File: config.mk
export PLATFORM = sky130hd
export DESIGN_NAME = attr_mem_decoder
export DESIGN_NICKNAME = d
export VERILOG_FILES = /design/src/rtl/attr_pkg.sv /design/src/rtl/attr_route.sv /design/src/rtl/attr_strobe.sv /design/src/rtl/attr_rdata.sv /design/src/rtl/attr_mem_decoder.sv
export SDC_FILE = /design/constraint.sdc
export NUM_CORES = 1
export LEC_CHECK = 0
export ABC_AREA = 1
export CAP_MARGIN = 30
export CORE_AREA = 2 2 64 66
export CTS_CLUSTER_DIAMETER = 30
export DETAILED_ROUTE_END_ITERATION = 8
export DIE_AREA = 0 0 66 68
export PLACE_DENSITY = 0.77
export SLEW_MARGIN = 20
export SYNTH_ARGS = -nofsm -noshare
export SYNTH_HDL_FRONTEND = slang
export SYNTH_SLANG_ARGS = --single-unit
File: constraint.sdc
create_clock -name clk -period 0.8 [get_ports clk]
set_clock_uncertainty 0.05 [all_clocks]
set_input_delay 0.2 -clock clk [delete_from_list [all_inputs] [get_ports clk]]
set_output_delay 0.2 -clock clk [all_outputs]
set_load 0.05 [all_outputs]
File: src/rtl/attr_pkg.sv
package attr_pkg;

  typedef enum logic [1:0] {
    DST_NONE = 2'd0,
    DST_INT  = 2'd1,
    DST_EXT  = 2'd2
  } attr_dst_e;

  // Destination of one access: the internal region is used only with a serial memory present.
  function automatic attr_dst_e f_pick_dst(input logic req, input logic serial,
                                           input logic below_cis);
    if (!req)                    return DST_NONE;
    else if (serial && below_cis) return DST_INT;
    else                         return DST_EXT;
  endfunction

  // Low-lane byte: odd byte accesses read as zero, word accesses take the even byte.
  function automatic logic [7:0] f_low_lane(input logic word, input logic a0,
                                            input logic [7:0] ram_byte);
    if (!word && a0) return 8'h00;
    else             return ram_byte;
  endfunction

endpackage

File: src/rtl/attr_route.sv
module attr_route
  import attr_pkg::*;
#(
  parameter int ADDR_W    = 15,
  parameter int CIS_BYTES = 512,
  parameter int IDX_W     = 8
) (
  input  logic              req,
  input  logic              serial,
  input  logic [ADDR_W-1:0] addr,
  output logic [IDX_W-1:0]  idx,
  output attr_dst_e         dst
);
  localparam logic [ADDR_W-1:0] CIS_LIMIT = ADDR_W'(CIS_BYTES);

  logic below_cis;

  assign below_cis = (addr < CIS_LIMIT);
  assign idx       = addr[IDX_W:1];
  assign dst       = f_pick_dst(req, serial, below_cis);

  always_comb begin
    if (dst == DST_INT)
      assert (below_cis && serial) else $error("AST_INT_NEEDS_SERIAL");
  end
endmodule

File: src/rtl/attr_strobe.sv
module attr_strobe
  import attr_pkg::*;
#(
  parameter int ADDR_W = 15
) (
  input  logic              clk,
  input  logic              rst_n,
  input  attr_dst_e         dst,
  input  logic              wr,
  input  logic [ADDR_W-1:0] addr,
  output logic              cs_n,
  output logic              we_n,
  output logic [ADDR_W-1:0] xaddr
);
  logic ev_ext_acc;
  logic ev_ext_wr;

  assign ev_ext_acc = (dst == DST_EXT);
  assign ev_ext_wr  = ev_ext_acc && wr;

  always_ff @(posedge clk or negedge rst_n) begin
    if (!rst_n) begin
      cs_n  <= 1'b1;
      we_n  <= 1'b1;
      xaddr <= '0;
    end else begin
      cs_n <= !ev_ext_acc;
      we_n <= !ev_ext_wr;
      if (ev_ext_acc) xaddr <= addr;
    end
  end

  AST_WE_NEEDS_CS: assert property (@(posedge clk) disable iff (!rst_n)
    !we_n |-> !cs_n);
  AST_EXT_ADDR_HELD: assert property (@(posedge clk) disable iff (!rst_n)
    $past(ev_ext_acc) |-> (xaddr == $past(addr)));
endmodule

File: src/rtl/attr_rdata.sv
module attr_rdata
  import attr_pkg::*;
#(
  parameter int DATA_W = 16
) (
  input  logic              clk,
  input  logic              rst_n,
  input  attr_dst_e         dst,
  input  logic              wr,
  input  logic              word,
  input  logic              a0,
  input  logic [7:0]        ram_byte,
  output logic [DATA_W-1:0] rdata,
  output logic              oe
);
  localparam int HI_W = DATA_W - 8;

  logic ev_int_rd;
  logic ev_int_wr_drop;
  logic [7:0] lane_lo;

  assign ev_int_rd      = (dst == DST_INT) && !wr;
  assign ev_int_wr_drop = (dst == DST_INT) && wr;
  assign lane_lo        = f_low_lane(word, a0, ram_byte);

  always_ff @(posedge clk or negedge rst_n) begin
    if (!rst_n) begin
      rdata <= '0;
      oe    <= 1'b0;
    end else begin
      oe    <= ev_int_rd;
      rdata <= ev_int_rd ? {{HI_W{1'b0}}, lane_lo} : '0;
    end
  end

  AST_HI_LANE_ZERO: assert property (@(posedge clk) disable iff (!rst_n)
    rdata[DATA_W-1:8] == '0);
  AST_DROP_NO_DRIVE: assert property (@(posedge clk) disable iff (!rst_n)
    $past(ev_int_wr_drop) |-> !oe);
  AST_ODD_BYTE_ZERO: assert property (@(posedge clk) disable iff (!rst_n)
    $past(ev_int_rd && !word && a0) |-> (oe && rdata == '0));
endmodule

File: src/rtl/attr_mem_decoder.sv
module attr_mem_decoder
  import attr_pkg::*;
#(
  parameter int ADDR_W    = 15,
  parameter int DATA_W    = 16,
  parameter int CIS_BYTES = 512,
  localparam int IDX_W    = $clog2(CIS_BYTES / 2)
) (
  input  logic              clk,
  input  logic              rst_n,
  input  logic              serial_ok,
  input  logic              host_req,
  input  logic              host_wr,
  input  logic              host_word,
  input  logic [ADDR_W-1:0] host_addr,
  output logic [IDX_W-1:0]  cis_idx,
  input  logic [7:0]        cis_byte,
  output logic              ext_cs_n,
  output logic              ext_we_n,
  output logic [ADDR_W-1:0] ext_addr,
  output logic [DATA_W-1:0] rd_data,
  output logic              rd_oe
);
  attr_dst_e dst;
  logic      ev_idle;

  assign ev_idle = !host_req;

  attr_route #(.ADDR_W(ADDR_W), .CIS_BYTES(CIS_BYTES), .IDX_W(IDX_W)) u_route (
    .req    (host_req),
    .serial (serial_ok),
    .addr   (host_addr),
    .idx    (cis_idx),
    .dst    (dst)
  );

  attr_strobe #(.ADDR_W(ADDR_W)) u_strobe (
    .clk   (clk),
    .rst_n (rst_n),
    .dst   (dst),
    .wr    (host_wr),
    .addr  (host_addr),
    .cs_n  (ext_cs_n),
    .we_n  (ext_we_n),
    .xaddr (ext_addr)
  );

  attr_rdata #(.DATA_W(DATA_W)) u_rdata (
    .clk      (clk),
    .rst_n    (rst_n),
    .dst      (dst),
    .wr       (host_wr),
    .word     (host_word),
    .a0       (host_addr[0]),
    .ram_byte (cis_byte),
    .rdata    (rd_data),
    .oe       (rd_oe)
  );

  AST_EXT_RELEASES_BUS: assert property (@(posedge clk) disable iff (!rst_n)
    !ext_cs_n |-> (!rd_oe && rd_data == '0));
  AST_NO_SERIAL_EXT: assert property (@(posedge clk) disable iff (!rst_n)
    $past(host_req && !serial_ok) |-> !ext_cs_n);
  AST_INT_QUIET: assert property (@(posedge clk) disable iff (!rst_n)
    $past(host_req && serial_ok && host_addr < ADDR_W'(CIS_BYTES)) |-> (ext_cs_n && ext_we_n));
  AST_IDLE_QUIET: assert property (@(posedge clk) disable iff (!rst_n)
    $past(ev_idle) |-> (ext_cs_n && ext_we_n && !rd_oe));
endmodule

==> results.md <==
* Startpoint-to-endpoint class of the critical path: reg -> out
* Worst endpoint required time at 0.55 ns
* Share of total power in combinational logic at 40.0%
* Router iterations before antenna repair at 4
* First-iteration detailed-routing DRC count at 30
* Critical path's slowest cell: sky130_fd_sc_hd__dfstp_2
* Die height at 68 um
* Hold Fails Final Rpt at 0
* CORE AREA at 3860 um2
* Routed Antenna Nets at 0
* Peak supply drop at 0.700 mV
* Part of the power in registers at 40.3%
* Cell area power density at 1400 nW/um2
* Pre-CTS setup slack at -0.801 ns
* Initial core utilization at 31.3%
* Die area at 4490 um2
* Share of total power consumed by net switching at 33.5%
* DPL Wire Length at 2330 um
* Least setup slack across all paths after layout at -0.396 ns
* Synth Area per Inst at 9.51 um2
* Count of hold buffers inserted by post-cts repair at 0
* Syn-to-layout area delta at 119%
* # H-tree levels at 1
* Accumulated negative setup slack at -8.56 ns
* Overflow after GRT at 0
* Maximum single-stage delay on the critical path at 0.55 ns
* Count of buffer and inverter cells on the critical path at 1
* Relative contribution of the clock network to total power at 19.6%
* Clk root buf: sky130_fd_sc_hd__clkbuf_8
* Final cell count without fillers at 265
* Fraction of final layout cells sized beyond drive strength 1 at 74.4%
* Antenna diodes at 0
* Final routed wire length divided by cell count at 14.4 um
* Average via count per standard cell at 4.51
* Maximum number of pins on one net before global-route repair at 27
* Total area of sequential cells at 683 um2
* Mapped cell area at 1210 um2
* Switching component of the power at 1.24 mW
* TritonCTS clock tree: built
* Placer's final routability congestion estimate at 0.638
* Multi-input gate area in the final layout at 577 um2
* Die X at 66 um
* Initial antenna violation count at 0
* Number of library cell types mapped by synthesis at 16
* Clk buf depth at 2
* Clock transition at the registers of the reported paths at 0.08 ns
* Critical-path maximum fanout at 1
* Final nets at 245
* Number of pins exceeding their max-slew limit in the final report at 0
* Highest clock rate at 0.836 GHz
* P_leak at 1.27 nW
* Final critical-path share of the clock period at 149%
* Yosys Warn Count at 0
* DP Cell Count at 241
* Endpoint type of the worst setup path: output pin
* Source-to-sink clock delay at the later pin of the worst-skew pair at 0.26 ns
* Unrepaired setup endpoints after global routing: yes
* Total I/O pin count at 71
* Site row count at 23
* Aggregate global-route resource usage at 17.3%
* Number of buffers inserted during clock tree synthesis at 3
* Gate Count Post-Synth at 127
* Clock period minus final worst setup slack at 1.20 ns
* Number of sinks handled by clock tree synthesis at 26
* DRC violation count after routing at 0
* Via count of the first global-routing pass at 1233
* Number of synthesized register bits at 26
* Wire length of the first global-routing pass at 5810 um
* Max-cap violation count at 0
* Total vias in the final route at 1195
* Delay-heaviest family, CP: flip-flops
* Failing checks: negative setup slack
* Final worst hold slack at 0.116 ns
* Result of the run: finished with violations
* Total of endpoints with negative setup slack in the final report at 45
* Sequential element share of the synthesized area at 54.1%
* Category of the worst setup path launch point: flip-flop
* Hold Path Class: in -> reg
* Internal power summed over all cells at 2.46 mW
* Crit path arrival time at 0.95 ns
* Overall routed net length at 3810 um
* Input/output buffers at 62
* Worst path cell trace: buf_12
* Count of filler cells inserted in the layout at 264
-- sequential cells by signal, summed over array words and instances (netlist names) --
signal and cells:
u_strobe.we_n 1, u_strobe.cs_n 1, u_rdata.rdata 8, u_strobe.xaddr 15, u_rdata.oe 1
-- logic make-up after synthesis --
group	synth area share (%)
buffers and inverters	15.8
DFF	54.1
other	0.311
and+or+nand+nor	29.8
-- metal layers --
metal | up-vias | global-route usage, % | routed length, um
met5 | - | 0 | 0
met4 | 0 | 8.93 | 96
met3 | 6 | 2.96 | 197
met2 | 48 | 31.4 | 2050
met1 | 590 | 19.4 | 1460
li1 | 551 | - | -
-- layout by cell type (no fill, tap or decap), drive strengths merged --
master,netlist,final
clkinv,0,1
dfstp,2,2
nand3,17,18
clkbuf,0,6
clkdlybuf4s15,0,1
dlymetal6s2s,0,1
nand2,44,47
buf,20,78
clkdlybuf4s50,0,9
dfrtp,24,24
inv,8,7
conb,1,8
dlygate4sd2,0,2
nor2,11,11
-- worst paths after layout --
| path | depth (start not counted) | to | startpoint | slack [ns] |
|---|---|---|---|---|
| min in group asynchronous | 2 | u_strobe.xaddr[14] | rst_n | 0.24 |
| max reg2reg | 4 | u_strobe.xaddr[9] | u_strobe.xaddr[9] | -0.12 |
| max in group asynchronous | 2 | u_strobe.we_n | rst_n | 0.23 |
| min reg2reg | 2 | u_strobe.xaddr[1] | u_strobe.xaddr[1] | 0.49 |
| min | 3 | u_strobe.xaddr[14] | host_addr[14] | 0.12 |
| max | 1 | ext_cs_n | u_strobe.cs_n | -0.40 |
-- cell usage after synthesis (all sizes together) --
cell / count / area share (%)
buf: 20 / 13
conb: 1 / 0.31
dfrtp: 24 / 50
dfstp: 2 / 4.4
inv: 8 / 2.5
nand2: 44 / 18
nand3: 17 / 7.5
nor2: 11 / 4.7
-- final cells by class --
cell class	instances	share of cell area, %
clock buffer	4	1.70
inverter	8	2.27
multi-input combinational	84	21.8
sequential	26	25.8
tap	50	2.37
timing repair buffer	93	46.0
-- power by group through the flow --
| stage | registers (mW) | clock network [mW] | logic (mW) |
|---|---|---|---|
| 2_1_floorplan | 1.75 | 0 | 0.404 |
| 3_3_place_gp | 1.53 | 0 | 1.27 |
| 3_5_place_dp | 1.53 | 0 | 1.28 |
| 4_1_cts | 1.49 | 0.747 | 1.41 |
| 5_1_grt | 1.50 | 0.796 | 1.55 |
| 6_report | 1.49 | 0.727 | 1.48 |
-- what timing repair did --
action	CTS	global route
setup endpoints to repair	60	52
buffers inserted	16	3
pin swaps	11	14
gates resized for setup	80	36
gates cloned	4	0
-- per-stage QoR --
stage          total power, mW  instance area (um2)  util [%]
6_report                  3.70                 2640      68.6
5_1_grt                   3.85                 2640      68.6
4_1_cts                   3.65                 2550      66.3
3_5_place_dp              2.81                 2300      59.8
3_3_place_gp              2.79                 2300      59.8
2_1_floorplan             2.15                 1330         -
Power figures use the tool's default switching activity.
